File: config.mk
export PLATFORM = sky130hd
export DESIGN_NAME = cfg_i2c_slave
export DESIGN_NICKNAME = d
export VERILOG_FILES = /design/src/rtl/cfgslv_pkg.sv /design/src/rtl/cfgslv_sync.sv /design/src/rtl/cfgslv_fsm.sv /design/src/rtl/cfgslv_regfile.sv /design/src/rtl/cfg_i2c_slave.sv
export SDC_FILE = /design/constraint.sdc
export NUM_CORES = 1
export LEC_CHECK = 0
export BUFFER_PORTS_ARGS = -buffer_cell sky130_fd_sc_hd__buf_2
export CAP_MARGIN = 40
export CORE_MARGIN = 2
export CORE_UTILIZATION = 50
export DETAILED_ROUTE_END_ITERATION = 16
export PLACE_DENSITY = 0.75
export SETUP_SLACK_MARGIN = 0.15
export SYNTH_ARGS = -nofsm -noshare
export SYNTH_HDL_FRONTEND = slang
export SYNTH_SLANG_ARGS = --single-unit
File: constraint.sdc
create_clock -name clk -period 4.75 [get_ports clk]
set_clock_uncertainty 0.05 [all_clocks]
set_input_delay 0.2375 -clock clk [delete_from_list [all_inputs] [get_ports clk]]
set_output_delay 0.2375 -clock clk [all_outputs]
set_load 0.02 [all_outputs]
File: src/rtl/cfgslv_pkg.sv
package cfgslv_pkg;
    localparam int BYTE_W    = 8;
    localparam int CNT_W     = $clog2(BYTE_W + 1);
    localparam int DEV_W     = 7;
    localparam int STRAP_W   = 3;
    localparam logic [DEV_W-STRAP_W-1:0] ADDR_FIXED = 4'b1001;

    typedef enum logic [2:0] {
        ST_IDLE,
        ST_DEV,
        ST_DEV_ACK,
        ST_PTR,
        ST_PTR_ACK,
        ST_DATA,
        ST_DATA_ACK,
        ST_IGNORE
    } st_e;
endpackage

File: src/rtl/cfgslv_sync.sv
module cfgslv_sync #(
    parameter int STAGES = 2
) (
    input  logic clk,
    input  logic rst_n,
    input  logic scl_i,
    input  logic sda_i,
    output logic sda_s,
    output logic scl_rise,
    output logic scl_fall,
    output logic start_det,
    output logic stop_det
);
    logic [STAGES-1:0] scl_pipe;
    logic [STAGES-1:0] sda_pipe;
    logic              scl_d;
    logic              sda_d;
    logic              scl_now;

    always_ff @(posedge clk or negedge rst_n) begin
        if (!rst_n) begin
            scl_pipe <= '1;
            sda_pipe <= '1;
            scl_d    <= 1'b1;
            sda_d    <= 1'b1;
        end else begin
            scl_pipe <= {scl_pipe[STAGES-2:0], scl_i};
            sda_pipe <= {sda_pipe[STAGES-2:0], sda_i};
            scl_d    <= scl_pipe[STAGES-1];
            sda_d    <= sda_pipe[STAGES-1];
        end
    end

    assign scl_now   = scl_pipe[STAGES-1];
    assign sda_s     = sda_pipe[STAGES-1];
    assign scl_rise  = scl_now & ~scl_d;
    assign scl_fall  = ~scl_now & scl_d;
    assign start_det = scl_now & scl_d & ~sda_s & sda_d;
    assign stop_det  = scl_now & scl_d & sda_s & ~sda_d;
endmodule

File: src/rtl/cfgslv_fsm.sv
module cfgslv_fsm
    import cfgslv_pkg::*;
(
    input  logic              clk,
    input  logic              rst_n,
    input  logic              sda_s,
    input  logic              scl_rise,
    input  logic              scl_fall,
    input  logic              start_det,
    input  logic              stop_det,
    input  logic [DEV_W-1:0]  dev_addr,
    output logic              ack_o,
    output logic              take_o,
    output logic              wr_en_o,
    output logic [BYTE_W-1:0] wr_addr_o,
    output logic [BYTE_W-1:0] wr_data_o
);
    st_e               state_q, state_n;
    logic [CNT_W-1:0]  cnt_q, cnt_n;
    logic [BYTE_W-1:0] sh_q, sh_n;
    logic [BYTE_W-1:0] ptr_q, ptr_n;
    logic              shift_st;
    logic              byte_done;
    logic              dev_hit;

    assign shift_st  = (state_q == ST_DEV) || (state_q == ST_PTR) || (state_q == ST_DATA);
    assign byte_done = shift_st && scl_fall && (cnt_q == CNT_W'(BYTE_W));
    assign dev_hit   = (sh_q[BYTE_W-1:1] == dev_addr) && !sh_q[0];

    always_comb begin
        state_n = state_q;
        cnt_n   = cnt_q;
        sh_n    = sh_q;
        ptr_n   = ptr_q;
        take_o  = 1'b0;
        wr_en_o = 1'b0;
        if (stop_det) begin
            state_n = ST_IDLE;
        end else if (start_det) begin
            state_n = ST_DEV;
            cnt_n   = '0;
        end else begin
            if (shift_st && scl_rise) begin
                sh_n  = {sh_q[BYTE_W-2:0], sda_s};
                cnt_n = cnt_q + 1'b1;
            end
            unique case (state_q)
                ST_IDLE: ;
                ST_IGNORE: ;
                ST_DEV: begin
                    if (byte_done) begin
                        if (dev_hit) begin
                            state_n = ST_DEV_ACK;
                            take_o  = 1'b1;
                        end else begin
                            state_n = ST_IGNORE;
                        end
                    end
                end
                ST_DEV_ACK: begin
                    if (scl_fall) begin
                        state_n = ST_PTR;
                        cnt_n   = '0;
                    end
                end
                ST_PTR: begin
                    if (byte_done) begin
                        ptr_n   = sh_q;
                        state_n = ST_PTR_ACK;
                    end
                end
                ST_PTR_ACK: begin
                    if (scl_fall) begin
                        state_n = ST_DATA;
                        cnt_n   = '0;
                    end
                end
                ST_DATA: begin
                    if (byte_done) begin
                        wr_en_o = 1'b1;
                        state_n = ST_DATA_ACK;
                    end
                end
                ST_DATA_ACK: begin
                    if (scl_fall) state_n = ST_IGNORE;
                end
            endcase
        end
    end

    always_ff @(posedge clk or negedge rst_n) begin
        if (!rst_n) begin
            state_q <= ST_IDLE;
            cnt_q   <= '0;
            sh_q    <= '0;
            ptr_q   <= '0;
        end else begin
            state_q <= state_n;
            cnt_q   <= cnt_n;
            sh_q    <= sh_n;
            ptr_q   <= ptr_n;
        end
    end

    always_ff @(posedge clk or negedge rst_n) begin
        if (!rst_n) begin
            ack_o <= 1'b0;
        end else begin
            ack_o <= (state_n == ST_DEV_ACK) || (state_n == ST_PTR_ACK) ||
                     (state_n == ST_DATA_ACK);
        end
    end

    assign wr_addr_o = ptr_q;
    assign wr_data_o = sh_q;
endmodule

File: src/rtl/cfgslv_regfile.sv
module cfgslv_regfile
    import cfgslv_pkg::*;
#(
    parameter int NUM_REGS     = 4,
    parameter int NUM_PIN_REGS = 2,
    parameter logic [NUM_REGS*BYTE_W-1:0] DEFAULTS = '0
) (
    input  logic                           clk,
    input  logic                           rst_n,
    input  logic                           take,
    input  logic                           wr_en,
    input  logic [BYTE_W-1:0]              wr_addr,
    input  logic [BYTE_W-1:0]              wr_data,
    input  logic [NUM_PIN_REGS*BYTE_W-1:0] pin_cfg,
    output logic                           serial_mode,
    output logic [NUM_REGS*BYTE_W-1:0]     cfg_o
);
    logic [BYTE_W-1:0] regs [NUM_REGS];

    always_ff @(posedge clk or negedge rst_n) begin
        if (!rst_n) serial_mode <= 1'b0;
        else if (take) serial_mode <= 1'b1;
    end

    for (genvar i = 0; i < NUM_REGS; i++) begin : g_reg
        logic hit;
        assign hit = wr_en && (wr_addr == BYTE_W'(i));
        if (i < NUM_PIN_REGS) begin : g_pin
            always_ff @(posedge clk or negedge rst_n) begin
                if (!rst_n) regs[i] <= DEFAULTS[i*BYTE_W +: BYTE_W];
                else if (hit) regs[i] <= wr_data;
                else if (!serial_mode) regs[i] <= pin_cfg[i*BYTE_W +: BYTE_W];
            end
            assign cfg_o[i*BYTE_W +: BYTE_W] =
                serial_mode ? regs[i] : pin_cfg[i*BYTE_W +: BYTE_W];
        end else begin : g_soft
            always_ff @(posedge clk or negedge rst_n) begin
                if (!rst_n) regs[i] <= DEFAULTS[i*BYTE_W +: BYTE_W];
                else if (hit) regs[i] <= wr_data;
            end
            assign cfg_o[i*BYTE_W +: BYTE_W] = regs[i];
        end
    end
endmodule

File: src/rtl/cfg_i2c_slave.sv
module cfg_i2c_slave
    import cfgslv_pkg::*;
#(
    parameter int NUM_REGS     = 4,
    parameter int NUM_PIN_REGS = 2,
    parameter int SYNC_STAGES  = 2,
    parameter logic [NUM_REGS*BYTE_W-1:0] DEFAULTS = 32'h5A81_0000
) (
    input  logic                           clk,
    input  logic                           rst_n,
    input  logic                           scl_i,
    input  logic                           sda_i,
    input  logic [STRAP_W-1:0]             addr_strap,
    input  logic [NUM_PIN_REGS*BYTE_W-1:0] pin_cfg,
    output logic                           sda_pull_o,
    output logic                           serial_mode_o,
    output logic [NUM_REGS*BYTE_W-1:0]     cfg_o
);
    logic              sda_s;
    logic              scl_rise;
    logic              scl_fall;
    logic              start_det;
    logic              stop_det;
    logic              take;
    logic              wr_en;
    logic [BYTE_W-1:0] wr_addr;
    logic [BYTE_W-1:0] wr_data;
    logic [DEV_W-1:0]  dev_addr;

    assign dev_addr = {ADDR_FIXED, addr_strap};

    cfgslv_sync #(.STAGES(SYNC_STAGES)) u_sync (
        .clk       (clk),
        .rst_n     (rst_n),
        .scl_i     (scl_i),
        .sda_i     (sda_i),
        .sda_s     (sda_s),
        .scl_rise  (scl_rise),
        .scl_fall  (scl_fall),
        .start_det (start_det),
        .stop_det  (stop_det)
    );

    cfgslv_fsm u_fsm (
        .clk       (clk),
        .rst_n     (rst_n),
        .sda_s     (sda_s),
        .scl_rise  (scl_rise),
        .scl_fall  (scl_fall),
        .start_det (start_det),
        .stop_det  (stop_det),
        .dev_addr  (dev_addr),
        .ack_o     (sda_pull_o),
        .take_o    (take),
        .wr_en_o   (wr_en),
        .wr_addr_o (wr_addr),
        .wr_data_o (wr_data)
    );

    cfgslv_regfile #(
        .NUM_REGS     (NUM_REGS),
        .NUM_PIN_REGS (NUM_PIN_REGS),
        .DEFAULTS     (DEFAULTS)
    ) u_regs (
        .clk         (clk),
        .rst_n       (rst_n),
        .take        (take),
        .wr_en       (wr_en),
        .wr_addr     (wr_addr),
        .wr_data     (wr_data),
        .pin_cfg     (pin_cfg),
        .serial_mode (serial_mode_o),
        .cfg_o       (cfg_o)
    );
endmodule

==> out/metrics.cfg <==
[pwr]
p_per_area_mw_per_mm2 = 393
peakVddDrop_uv = 309
p_leak_nw = 1.70

[logic_synthesis]
ys_ff_latch = 63
ys_async_sr_fraction_pct = 100
synth.distinct_cells = 43
synth-seq-area-share_pct = 54.3
synth_top_area_share_pct = 43.5
yosysWarningCount = 0
synth_ff_type = dfrtp_1
synth_area_leaders = dfrtp_1 44%, mux2_2 22%, dfstp_2 11%
yosysMostFrequentCell = mux2_2
ys_top_cells_by_count = 57 x mux2_2, 51 x dfrtp_1, 24 x nand2_1, 16 x buf_4, 12 x dfstp_2
syn_inst = 225
syn_area_mm2 = 0.00293
synth_area_per_cell_um2 = 13.0
yosysTopAreaCell = dfrtp_1
syn-num-nets = 250
synth_edf_count = 0

[outcome]
status = completed

[timing]
min_period_ns = 2.34
maxSlewViolCount = 0
period_share_pct = 49.2
setup_viol = 0
relSlewSlack_pct = 48.3
finalHoldViolCount = 0
tns_ns = 0
worstMarginPinSlew_ns = 0.776
max_clock_freq_mhz = 428
rsz0062_at_grt = no

[global_route]
grt_max_degree = 64
gr-total-overflow = 0
grt_pass1_wl_um = 8800
grt_pass1_vias = 1768
antenna_found_initial = 0
grt_util_all_layers_pct = 18.4

[drt]
antenna_left = 0
first_pass_iters = 4
wl_per_cell_um = 15.3
finalWirelength_um = 5300
vias = 1819
drc = 0
drt-initial-drc-count = 91
avgViaCountPerCell = 5.24

[floorplan]
initial_core_util_pct = 52.6
num_rows = 27
die_h_um = 80.6
ios = 57
die_w_um = 80.6
design.core.area_mm2 = 0.00557
dieArea_mm2 = 0.00649

[clock_network]
cts_tree = yes
clock_latency_ns = 0.33
post_cts_buffers = 0
cts_made_buffers = 9
htreeDepth = 3
clk_pin_slew_worst_paths_ns = 0.07
clock-sinks = 63
clockRootBuffer = clkbuf_8
clk_path_buf_depth = 2

[worst_setup_path]
crit_end = u_regs.regs[28]
cp-start-kind = register
reg2reg_from = u_fsm.state_q[2]
rr_endpoint = u_regs.regs[28]
startpoint = u_fsm.state_q[2]
critPathMaxFanout = 8
worstPathRequired_ns = 4.91
r2r_cells = 4
critical_path_class = reg -> reg
arrival_ns = 2.50
endpoint_kind = register
reg2reg_slack_ns = 2.41

[flow_run]
drv_cap = 0

[final_layout]
synthToLayoutAreaGrowth_pct = 14.6
antenna-diode-count = 0
fin_nets = 295
finalNonFillerCells = 347
fillers = 450
drive_gt1_share_pct = 54.9

[place]
gp_congestion = 0.784
dp_hpwl_um = 3630
numPortBuffers = 56
dp.cells = 329

[hold_path]
hold_path.class = in -> async

==> where the power goes <==
group	internal [W]	switching (W)
logic	0.0000893	0.0000952
registers	0.000600	0.000113
clock network	0.000230	0.000193
==> critical path, stage by stage (launching register included) <==
cell       delay, ns
dfrtp_1         0.44
or4b_1          0.50
a2111oi_4       0.36
nand4bb_1       0.46
mux2_2          0.42
==> sequential cells by signal (all words and copies together), names as in the netlist, 2 cells and up <==
name,cells
u_sync.sda_pipe,2
u_fsm.state_q,3
u_regs.regs,16
u_sync.scl_pipe,2
u_fsm.wr_data_o,8
u_fsm.cnt_q,4
u_fsm.wr_addr_o,8
u_regs.cfg_o,16
==> metrics by stage <==
step	power [W]	cell area (µm²)	util, %	hold WS, ns	setup WS, ns
after floorplan	0.000816	2930	-	-0.108	2.74
after global placement	0.000900	3160	56.6	0.292	2.49
after detailed placement	0.000908	3160	56.6	0.294	2.46
after CTS	0.00133	3360	60.3	0.0316	2.44
after global routing	0.00139	3360	60.3	0.0629	2.23
final	0.00132	3360	60.3	0.00164	2.41
==> kinds of logic (layout without fill, tap and decap cells) <==
kind of cell             Yosys count  in the layout  share of synthesized area [%]
XOR/XNOR                           5              5                           1.49
AO/OA/AOI/OAI                     17             17                           4.86
multiplexers                      57             57                           21.9
AND/OR/NAND/NOR                   54             54                           11.1
adder cells (fa/ha/maj)            2              2                          0.853
buffers and inverters             27             77                           5.55
flip-flops                        63             63                           54.3
==> worst min path at each step <==
stage                from                 end  slack, ns
CTS                 rst_n    u_regs.cfg_o[17]       0.03
detailed placement  scl_i  u_sync.scl_pipe[0]       0.29
global route        rst_n    u_regs.cfg_o[17]       0.06
floorplan           rst_n         u_fsm.ack_o      -0.11
finish              rst_n    u_regs.cfg_o[17]      0.002
global placement    sda_i  u_sync.sda_pipe[0]       0.29
==> layer usage <==
layer | vias to the layer above | share of wire, % | wire, µm | GRT usage [%]
li1 | 867 | - | - | -
met1 | 883 | 47 | 2470 | 24.6
met2 | 59 | 45 | 2410 | 27.6
met3 | 10 | 5.7 | 304 | 4.04
met4 | 0 | 2.2 | 115 | 10.3
met5 | - | 0 | 0 | 0
==> layout by cell type (no fill, tap or decap), types with 2 or more instances in the layout <==
cell type      Yosys  layout
xnor2_1            2       2
buf_2              1      56
dlygate4sd3_1      0       2
dfstp_2           12      12
nor2_1             5       5
or3b_2             3       3
o21ai_0            4       4
xor2_1             3       3
and2_1             2       2
clkinv_2           0       2
a31oi_1            2       2
nand2_1           24      24
inv_1              2       2
nand3b_1           2       2
nor3_1             2       2
mux2_2            57      57
ha_1               2       2
and3b_1            3       3
dfrtp_1           51      51
nand4b_2           2       2
clkbuf_8           0      12
==> final cells by class <==
type                            count  area [µm²]  area share (%)
Clock buffer                       13         169            5.02
Clock inverter                      3        17.5           0.521
Sequential cell                    63        1590            47.3
Inverter                            2        7.51           0.223
Tap cell                           72        90.1            2.68
Multi-Input combinational cell    135        1180            35.1
Timing Repair Buffer               59         308            9.16
==> repair_timing <==
| item | in CTS | in global routing |
|---|---|---|
| gates resized for setup | 0 | 0 |
| hold buffers | 2 | 0 |
| hold endpoints to repair | 2 | 0 |
Power figures use the tool's default switching activity.
